## src/rtl/tlb_pkg.sv

```systemverilog
package tlb_pkg;
    localparam int PAGE_BITS = 12;
    localparam int VPN_W     = 32 - PAGE_BITS;
    localparam int PFN_W     = 20;

    typedef enum logic [1:0] {
        ACC_LOAD  = 2'd0,
        ACC_STORE = 2'd1,
        ACC_FETCH = 2'd2,
        ACC_RSVD  = 2'd3
    } acc_kind_t;

    typedef struct packed {
        logic [PFN_W-1:0] pfn;
        logic             r;
        logic             w;
        logic             x;
    } tlb_data_t;

    // VPNs whose two top bits are both set cannot be mapped
    function automatic logic vpn_mappable(input logic [VPN_W-1:0] vpn);
        return !(vpn[VPN_W-1] && vpn[VPN_W-2]);
    endfunction
endpackage

```

## src/rtl/tlb_tag_cmp.sv

```systemverilog
module tlb_tag_cmp #(
    parameter int PID_W = 8
) (
    input  logic [tlb_pkg::VPN_W-1:0] tag_vpn,
    input  logic                      tag_glb,
    input  logic                      tag_vld,
    input  logic [PID_W-1:0]          tag_pid,
    input  logic [tlb_pkg::VPN_W-1:0] req_vpn,
    input  logic [PID_W-1:0]          req_pid,
    output logic                      match
);
    logic vpn_eq;
    logic pid_ok;

    always_comb begin
        vpn_eq = (tag_vpn == req_vpn);
        pid_ok = tag_glb || (tag_pid == req_pid);
        match  = tag_vld && vpn_eq && pid_ok;
    end
endmodule

```

## src/rtl/tlb_way_pick.sv

```systemverilog
module tlb_way_pick #(
    parameter int  N     = 2,
    localparam int IDX_W = (N > 1) ? $clog2(N) : 1
) (
    input  logic [N-1:0]     match,
    output logic             any,
    output logic [IDX_W-1:0] idx
);
    always_comb begin
        any = |match;
        idx = '0;
        for (int i = N - 1; i >= 0; i--) begin
            if (match[i]) begin
                idx = IDX_W'(i);
            end
        end
    end
endmodule

```

## src/rtl/tlb_perm_gate.sv

```systemverilog
module tlb_perm_gate (
    input  logic       hit,
    input  logic [1:0] kind,
    input  logic       r,
    input  logic       w,
    input  logic       x,
    output logic       grant
);
    import tlb_pkg::*;

    acc_kind_t k;

    always_comb begin
        k = acc_kind_t'(kind);
        unique case (k)
            ACC_LOAD:  grant = hit && r;
            ACC_STORE: grant = hit && w;
            ACC_FETCH: grant = hit && x;
            default:   grant = 1'b0;
        endcase
    end
endmodule

```

## src/rtl/tlb_lookup_unit.sv

```systemverilog
module tlb_lookup_unit #(
    parameter int  NUM_WAYS    = 2,
    parameter int  NUM_ENTRIES = 16,
    parameter int  PID_W       = 8,
    localparam int WAY_W       = (NUM_WAYS > 1) ? $clog2(NUM_WAYS) : 1
) (
    input  logic                 clk,
    input  logic                 rst_n,
    input  logic                 lk_valid,
    input  logic [31:0]          lk_vaddr,
    input  logic [PID_W-1:0]     lk_pid,
    input  logic [1:0]           lk_kind,
    input  logic                 wr_en,
    input  logic [WAY_W-1:0]     wr_way,
    input  logic [19:0]          wr_vpn,
    input  logic [PID_W-1:0]     wr_pid,
    input  logic                 wr_global,
    input  logic [19:0]          wr_pfn,
    input  logic                 wr_r,
    input  logic                 wr_w,
    input  logic                 wr_x,
    output logic                 rsp_valid,
    output logic                 rsp_hit,
    output logic [31:0]          rsp_paddr,
    output logic                 rsp_r,
    output logic                 rsp_w,
    output logic                 rsp_x,
    output logic                 rsp_grant
);
    import tlb_pkg::*;

    localparam int SETS  = NUM_ENTRIES / NUM_WAYS;
    localparam int SET_W = (SETS > 1) ? $clog2(SETS) : 1;

    // tag word: VPN on top, then global, then valid, identifier at the bottom
    typedef struct packed {
        logic [VPN_W-1:0] vpn;
        logic             glb;
        logic             vld;
        logic [PID_W-1:0] pid;
    } tag_t;

    typedef struct packed {
        tag_t      [NUM_WAYS-1:0][SETS-1:0] tags;
        tlb_data_t [NUM_WAYS-1:0][SETS-1:0] data;
        logic                               rsp_valid;
        logic                               rsp_hit;
        logic [31:0]                        rsp_paddr;
        logic                               rsp_r;
        logic                               rsp_w;
        logic                               rsp_x;
        logic                               rsp_grant;
    } state_t;

    state_t state_d, state_q;

    logic [VPN_W-1:0]    lk_vpn;
    logic [VPN_W-1:0]    lk_set_full;
    logic [SET_W-1:0]    lk_set;
    logic [VPN_W-1:0]    wr_set_full;
    logic [SET_W-1:0]    wr_set;
    tag_t                new_tag;
    tlb_data_t           new_data;

    tag_t      [NUM_WAYS-1:0] rd_tag;
    tlb_data_t [NUM_WAYS-1:0] rd_data;
    logic      [NUM_WAYS-1:0] way_match;
    logic                     any_hit;
    logic      [WAY_W-1:0]    hit_way;
    tlb_data_t                hit_data;
    logic                     grant_c;

    // index derivation: VPN masked by (sets - 1)
    always_comb begin
        lk_vpn      = lk_vaddr[31:PAGE_BITS];
        lk_set_full = lk_vpn & VPN_W'(SETS - 1);
        lk_set      = lk_set_full[SET_W-1:0];
        wr_set_full = wr_vpn & VPN_W'(SETS - 1);
        wr_set      = wr_set_full[SET_W-1:0];
    end

    // per-way read and compare of the indexed set
    for (genvar w = 0; w < NUM_WAYS; w++) begin : g_way
        always_comb begin
            rd_tag[w]  = state_q.tags[w][lk_set];
            rd_data[w] = state_q.data[w][lk_set];
        end

        tlb_tag_cmp #(.PID_W(PID_W)) cmp_i (
            .tag_vpn (rd_tag[w].vpn),
            .tag_glb (rd_tag[w].glb),
            .tag_vld (rd_tag[w].vld),
            .tag_pid (rd_tag[w].pid),
            .req_vpn (lk_vpn),
            .req_pid (lk_pid),
            .match   (way_match[w])
        );
    end

    tlb_way_pick #(.N(NUM_WAYS)) pick_i (
        .match (way_match),
        .any   (any_hit),
        .idx   (hit_way)
    );

    always_comb begin
        hit_data = rd_data[hit_way];
    end

    tlb_perm_gate gate_i (
        .hit   (any_hit),
        .kind  (lk_kind),
        .r     (hit_data.r),
        .w     (hit_data.w),
        .x     (hit_data.x),
        .grant (grant_c)
    );

    always_comb begin
        new_tag.vpn   = wr_vpn;
        new_tag.glb   = wr_global;
        new_tag.vld   = vpn_mappable(wr_vpn);
        new_tag.pid   = wr_pid;
        new_data.pfn  = wr_pfn;
        new_data.r    = wr_r;
        new_data.w    = wr_w;
        new_data.x    = wr_x;

        state_d = state_q;

        if (wr_en) begin
            state_d.tags[wr_way][wr_set] = new_tag;
            state_d.data[wr_way][wr_set] = new_data;
        end

        state_d.rsp_valid = lk_valid;
        state_d.rsp_hit   = lk_valid && any_hit;
        if (lk_valid && any_hit) begin
            state_d.rsp_paddr = {hit_data.pfn, lk_vaddr[PAGE_BITS-1:0]};
            state_d.rsp_r     = hit_data.r;
            state_d.rsp_w     = hit_data.w;
            state_d.rsp_x     = hit_data.x;
            state_d.rsp_grant = grant_c;
        end else begin
            state_d.rsp_paddr = '0;
            state_d.rsp_r     = 1'b0;
            state_d.rsp_w     = 1'b0;
            state_d.rsp_x     = 1'b0;
            state_d.rsp_grant = 1'b0;
        end
    end

    always_ff @(posedge clk) begin
        if (!rst_n) begin
            state_q <= '0;
        end else begin
            state_q <= state_d;
        end
    end

    always_comb begin
        rsp_valid = state_q.rsp_valid;
        rsp_hit   = state_q.rsp_hit;
        rsp_paddr = state_q.rsp_paddr;
        rsp_r     = state_q.rsp_r;
        rsp_w     = state_q.rsp_w;
        rsp_x     = state_q.rsp_x;
        rsp_grant = state_q.rsp_grant;
    end
endmodule

```

## config.mk

```make
export PLATFORM = sky130hd
export DESIGN_NAME = tlb_lookup_unit
export DESIGN_NICKNAME = d
export VERILOG_FILES = /design/src/rtl/tlb_pkg.sv /design/src/rtl/tlb_tag_cmp.sv /design/src/rtl/tlb_way_pick.sv /design/src/rtl/tlb_perm_gate.sv /design/src/rtl/tlb_lookup_unit.sv
export SDC_FILE = /design/constraint.sdc
export NUM_CORES = 2
export LEC_CHECK = 0
export BUFFER_PORTS_ARGS = -buffer_cell sky130_fd_sc_hd__buf_4
export CORE_MARGIN = 5
export CORE_UTILIZATION = 45
export CTS_CLUSTER_SIZE = 30
export DETAILED_ROUTE_END_ITERATION = 8
export PLACE_DENSITY = 0.71
export SYNTH_ARGS = -nofsm -noshare
export SYNTH_HDL_FRONTEND = slang
export SYNTH_SLANG_ARGS = --single-unit
export TNS_END_PERCENT = 30
```

## constraint.sdc

```tcl
create_clock -name clk -period 6.75 [get_ports clk]
set_clock_uncertainty 0.1 [all_clocks]
set_input_delay 2.025 -clock clk [delete_from_list [all_inputs] [get_ports clk]]
set_output_delay 2.025 -clock clk [all_outputs]
set_load 0.01 [all_outputs]
```

# After elaboration in Yosys (flattened, before gate mapping)
# Cells that the tools add are included.
[word_totals] output_inout_bits=38 inputBits=99 register_bits=886 elab_cells=187
[classes] n_lt_le_gt_ge=6 mux=23 n_eq_ne=6 reduce_logical=17
[ops] cell="$bwmux 480" n=1
[ops] cell="$bwmux 368" n=1
[ops] cell="$demux 240 s1" n=1
[ops] cell="$mux 240" n=1
[ops] cell="$demux 184 s1" n=1
[ops] cell="$mux 184" n=1
[ops] cell="$bmux 30 s3" n=2
[ops] cell="$bmux 23 s3" n=2
[ops] cell="$mux 23" n=5
[ops] cell="$demux 30 s3" n=1
[ops] cell="$mux 30" n=3
[ops] cell="$demux 23 s3" n=1
[ops] cell="$eq 20x20->1" n=2
[ops] cell="$eq 8x8->1" n=2
[ops] cell="$logic_and 1x1->1" n=11
[ops] cell="$lt 3x4->1 const B" n=2
[ops] cell="$lt 1x2->1 const B" n=2
[ops] cell="$ge 3x1->1 const B" n=1
[ops] cell="$pmux 1 s3" n=1
[ops] cell="$eq 2x1->1 const B" n=1
[ops] cell="$eq 2x2->1 const B" n=1
[ops] cell="$logic_not 2->1" n=1
[ops] cell="$logic_or 1x1->1" n=2
[ops] cell="$mux 1" n=2
[ops] cell="4 further kinds" n=4

# Logic depth before layout (Yosys ltp)
[logic_depth] word_depth=11 ltp_mapped=14 depth_no_buf=9

# Modules after synthesis
# From an unflattened synthesis, not the netlist that was laid out.
[hier_totals] hier_cells=4510 area_unflattened_um2=40131.0
[by_module_without_submodules] mod="tlb_lookup_unit" n_inst=1 cells_per_inst=4422 area_per_inst_um2=39364.0
[by_module_without_submodules] mod="tlb_tag_cmp" n_inst=2 cells_per_inst=39 area_per_inst_um2=332.8
[by_module_without_submodules] mod="tlb_perm_gate" n_inst=1 cells_per_inst=8 area_per_inst_um2=88.8
[by_module_without_submodules] mod="tlb_way_pick" n_inst=1 cells_per_inst=2 area_per_inst_um2=12.5

# Worst setup path before layout
# Ideal clock, no wire load.
[synth_path] path_kind="input to register" start="in lk_vaddr[14]" end="reg state_q, in the netlist rsp_paddr[12]" required_ns=6.535 path_buffers=3 arrival_ns=4.848 stages=12 slack_ns=1.687 setup_ns=0.115 path_cell_list="buf_6 > buf_6 > mux4_2 > mux2i_1 > xnor2_1 > nor4_1 > a221oi_1 > and4b_1 > nor3_2 > buf_6 > mux4_2 > and2_1"
[synth_between] elab_chain_len=9 word_cells_on_any_way=25
[synth_rtl] element="start, declared" line="tlb_lookup_unit.sv:10" rtl="input logic [31:0] lk_vaddr,"
[synth_rtl] element="$bmux 30 s3" line="tlb_lookup_unit.sv:85" rtl="rd_tag[w] = state_q.tags[w][lk_set];"
[synth_rtl] element="$mux 30 (implied by the code)" line="tlb_lookup_unit.sv:85"
[synth_rtl] element="$eq 20x20->1 / $eq 8x8->1 (equally long branches)" line="tlb_tag_cmp.sv:16, tlb_tag_cmp.sv:17"
[synth_rtl] element="$logic_and 1x1->1 / $logic_or 1x1->1 (equally long branches)" line="tlb_tag_cmp.sv:18, tlb_tag_cmp.sv:17"
[synth_rtl] element="$logic_and 1x1->1" line="tlb_tag_cmp.sv:18" rtl="match = tag_vld && vpn_eq && pid_ok;"
[synth_rtl] element="$mux 1 (2 in a row)" line="tlb_way_pick.sv:13" rtl="if (match[i]) begin"
[synth_rtl] element="$mux 23 (implied by the code) (2 in a row)" line="tlb_lookup_unit.sv:107" rtl="hit_data = rd_data[hit_way];"
[synth_rtl] element="end signal, assigned" line="tlb_lookup_unit.sv:157" rtl="state_q <= state_d;"
[synth_rtl] element="end, declared" line="tlb_lookup_unit.sv:55" rtl="state_t state_d, state_q;"
# Parallel ways exist; a longest one is shown, timed or not. The select of a mux whose other input is x is not followed.
# A chain may end at the register's enable or synchronous reset.

# Worst setup path in the final report
[layout_path] start="in lk_vaddr[12]" end="reg state_q, in the netlist rsp_r"
# Same word-level chain as after synthesis.

==> impl_metrics.py <==
metrics = {
    "logic_synthesis": {
        "yosysWarnings": 0,
        "yosysSeqAreaShare": 0.4539,
        "syn_inst": 4275,
        "ys.flop_type": "dfxtp_1",
        "synth_mux_area_frac": 0.1405,
        "synth_fa_ha_area_frac": 0.0009606,
        "synth_top_family_by_area": "simple AND/OR/NAND/NOR gates",
        "synth_edf_count": 0,
        "synth_xor_area_frac": 0.01098,
        "syn-num-nets": 4377,
        "syn-cell-area_sq_um": 39070,
        "synth_compound_area_frac": 0.1638,
        "avgSynthCellArea_sq_um": 9.140,
        "ys_seq_elements": 886,
        "synthArstFlopShare": 0,
        "synth_cell_types": 54,
        "yosys.area_share.simple": 0.1779,
    },
    "flow_run": {
        "drv_cap": 0,
    },
    "setup_path": {
        "required_ns": 7.21,
        "r2r_setup_slack_ns": 3.13,
        "endpoint_kind": "register",
        "startpoint_type": "primary input",
        "crit_type": "in -> reg",
        "r2r-end": "rsp_r$_SDFF_PN0_",
        "reg2reg_depth": 11,
        "endpoint": "rsp_r$_SDFF_PN0_",
        "critPathArrivalTime_ns": 5.91,
        "r2r_start": "state_q[623]$_SDFFE_PN0P_",
        "critPathLaunch": "lk_vaddr[12]",
        "cp_max_fo": 69,
    },
    "clock_tree": {
        "clkLatencyLatePin_ns": 0.66,
        "clk_path_buf_depth": 3,
        "clk_pin_slew_ns": 0.06,
        "cts_root_buf": "clkbuf_16",
        "post_cts_resized": 0,
        "numCtsBuffers": 90,
        "h-tree-depth": 3,
        "cts.sinks": 886,
        "ctsHoldBuffers": 0,
        "cts_tree": "built",
        "cts_setup_buffers": 0,
    },
    "detailed_routing": {
        "ant_nets": 0,
        "wl_per_cell_microns": 23.17,
        "drt_first_pass_iters": 5,
        "drt_iter0_markers": 3783,
        "via_count": 30950,
        "drc": 0,
        "viasPerCell": 5.806,
        "routed_wl_microns": 123500,
    },
    "final_layout": {
        "fin_cells": 5331,
        "mostFrequentLayoutCell": "nand2_1",
        "nNetsFinal": 4201,
        "multi_input_area_sq_um": 19570,
        "syn_to_final_growth_pct": 10.86,
        "final_cell_mix": "nand2_1 (1,598), dfxtp_1 (886), a21boi_0 (784)",
        "drive_gt1_frac": 0.1415,
        "seq_area_sq_um": 17740,
        "fillerInstances": 7828,
    },
    "power": {
        "leakage_uw": 0.01461,
        "peakVddDrop_v": 0.0001913,
        "powerDensity_nw_per_um2": 255.2,
        "power_uw": 11050,
    },
    "floorplanning": {
        "die_w_microns": 304.7,
        "die_h_microns": 304.7,
        "dieArea_sq_um": 92820,
        "design.core.area_sq_um": 86480,
        "rows": 108,
        "io-pin-count": 137,
        "start_util": 0.4518,
    },
    "placed_design": {
        "dpl.cell_count": 5162,
        "port_buffers": 136,
        "dp_hpwl_microns": 66290,
        "gp_congestion": 0.8237,
    },
    "worst_hold_path": {
        "hold_path_class": "reg -> reg",
        "hp-start": "state_q[717]$_SDFFE_PN0P_",
    },
    "global_routing": {
        "grt_start_max_net_pins": 173,
        "track_usage": 0.2564,
        "grt_pass1_wl_microns": 185100,
        "first_global_vias": 29110,
        "gr-total-overflow": 0,
        "antenna_found_initial": 9,
    },
    "timing": {
        "relSlewSlack": 0.1211,
        "rsz0062_at_grt": "no",
        "layout_min_cycle_time_ns": 5.448,
        "setup_viol": 0,
        "period_share": 0.8072,
        "max_freq_mhz": 183.5,
        "tightest_slew_ns": 1.315,
        "final-hold-violation-count": 0,
        "slew_violations": 0,
        "setup_tns_ns": 0,
    },
    "status": {
        "status": "finished, final reports clean",
    },
}
==> Yosys cell counts (8+ instances only) <==
cell | n | share of area
nand2_1 | 1610 | 0.15
dfxtp_1 | 886 | 0.45
a21boi_0 | 784 | 0.15
clkbuf_1 | 382 | 0.037
mux4_2 | 222 | 0.13
mux2i_1 | 49 | 0.013
buf_4 | 41 | 0.0079
and2_1 | 32 | 0.0051
xnor2_1 | 28 | 0.0063
and3_1 | 25 | 0.0040
o21a_1 | 25 | 0.0048
nor2_1 | 22 | 0.0021
xor2_1 | 21 | 0.0047
buf_6 | 16 | 0.0046
o211a_1 | 16 | 0.0041
buf_2 | 15 | 0.0019
nand2b_1 | 10 | 0.0016
nand3_1 | 9 | 0.0012
nor2b_1 | 8 | 0.0013
==> worst min-delay path by stage <==
stage,slack (ns),cells past startpoint,endpoint
5_1_grt,0.37,1,state_q[598]$_SDFFE_PN0P_
3_5_place_dp,0.35,1,state_q[717]$_SDFFE_PN0P_
4_1_cts,0.36,1,state_q[717]$_SDFFE_PN0P_
6_report,0.36,1,state_q[717]$_SDFFE_PN0P_
3_3_place_gp,0.34,1,state_q[568]$_SDFFE_PN0P_
2_1_floorplan,0.33,1,state_q[538]$_SDFFE_PN0P_
==> layout make-up <==
| class | count | share of cell area |
|---|---|---|
| Sequential cell | 886 | 0.4095 |
| Clock buffer | 128 | 0.05898 |
| Multi-Input combinational cell | 2926 | 0.4519 |
| Inverter | 7 | 0.0006066 |
| Timing Repair Buffer | 188 | 0.03579 |
| Clock inverter | 34 | 0.009560 |
| Tap cell | 1155 | 0.03336 |
| Antenna cell | 7 | 0.0004044 |
==> power by group <==
group	internal (uW)	switching, uW	leakage [uW]
Combinational	252	424	0.00600
Sequential	5290	33.3	0.00715
Clock	2890	2160	0.00146
Total	8430	2620	0.0146
==> cells by family (layout without fill, tap and decap cells) <==
family | after synthesis | in the layout
AO/OA/AOI/OAI | 846 | 846
XOR/XNOR | 49 | 49
adder cells (fa/ha/maj) | 3 | 3
buffers and inverters | 463 | 357
flip-flops | 886 | 886
multiplexers | 271 | 271
other | 0 | 7
AND/OR/NAND/NOR | 1757 | 1757
==> layer usage <==
layer / track usage / routed length [microns] / up-vias
met3: 0.05382 / 13910 / 270
met5: 0 / 35 / -
met2: 0.3894 / 54280 / 1595
met1: 0.3689 / 51600 / 15210
met4: 0.08135 / 3677 / 6
li1: - / - / 13870
==> stage by stage <==
stage / util / hold slack, ns / area (sq um) / worst slack (ns)
global route: 0.5007 / 0.3686 / 43300 / 1.068
CTS: 0.5007 / 0.3603 / 43300 / 1.325
finish: 0.5009 / 0.3587 / 43320 / 1.302
global placement: 0.4664 / 0.3408 / 40330 / 0.7188
floorplan: - / 0.3330 / 39070 / 1.687
detailed placement: 0.4664 / 0.3472 / 40330 / 0.6584
==> worst max-delay path: stages <==
cell and delay (ns):
buf_8 0.55, buf_4 0.41, mux4_2 0.54, mux2i_1 0.29, xnor2_1 0.10, nor4_1 0.37, a221oi_1 0.27, nor3_4 0.25
buf_12 0.27, mux4_2 0.57, a211oi_1 0.21
==> state kept, by name (all words and copies together) (netlist names) <==
signal,count
rsp_valid,1
rsp_paddr,32
state_q,848
rsp_w,1
rsp_r,1
rsp_x,1
rsp_grant,1
rsp_hit,1
Power figures use the tool's default switching activity.
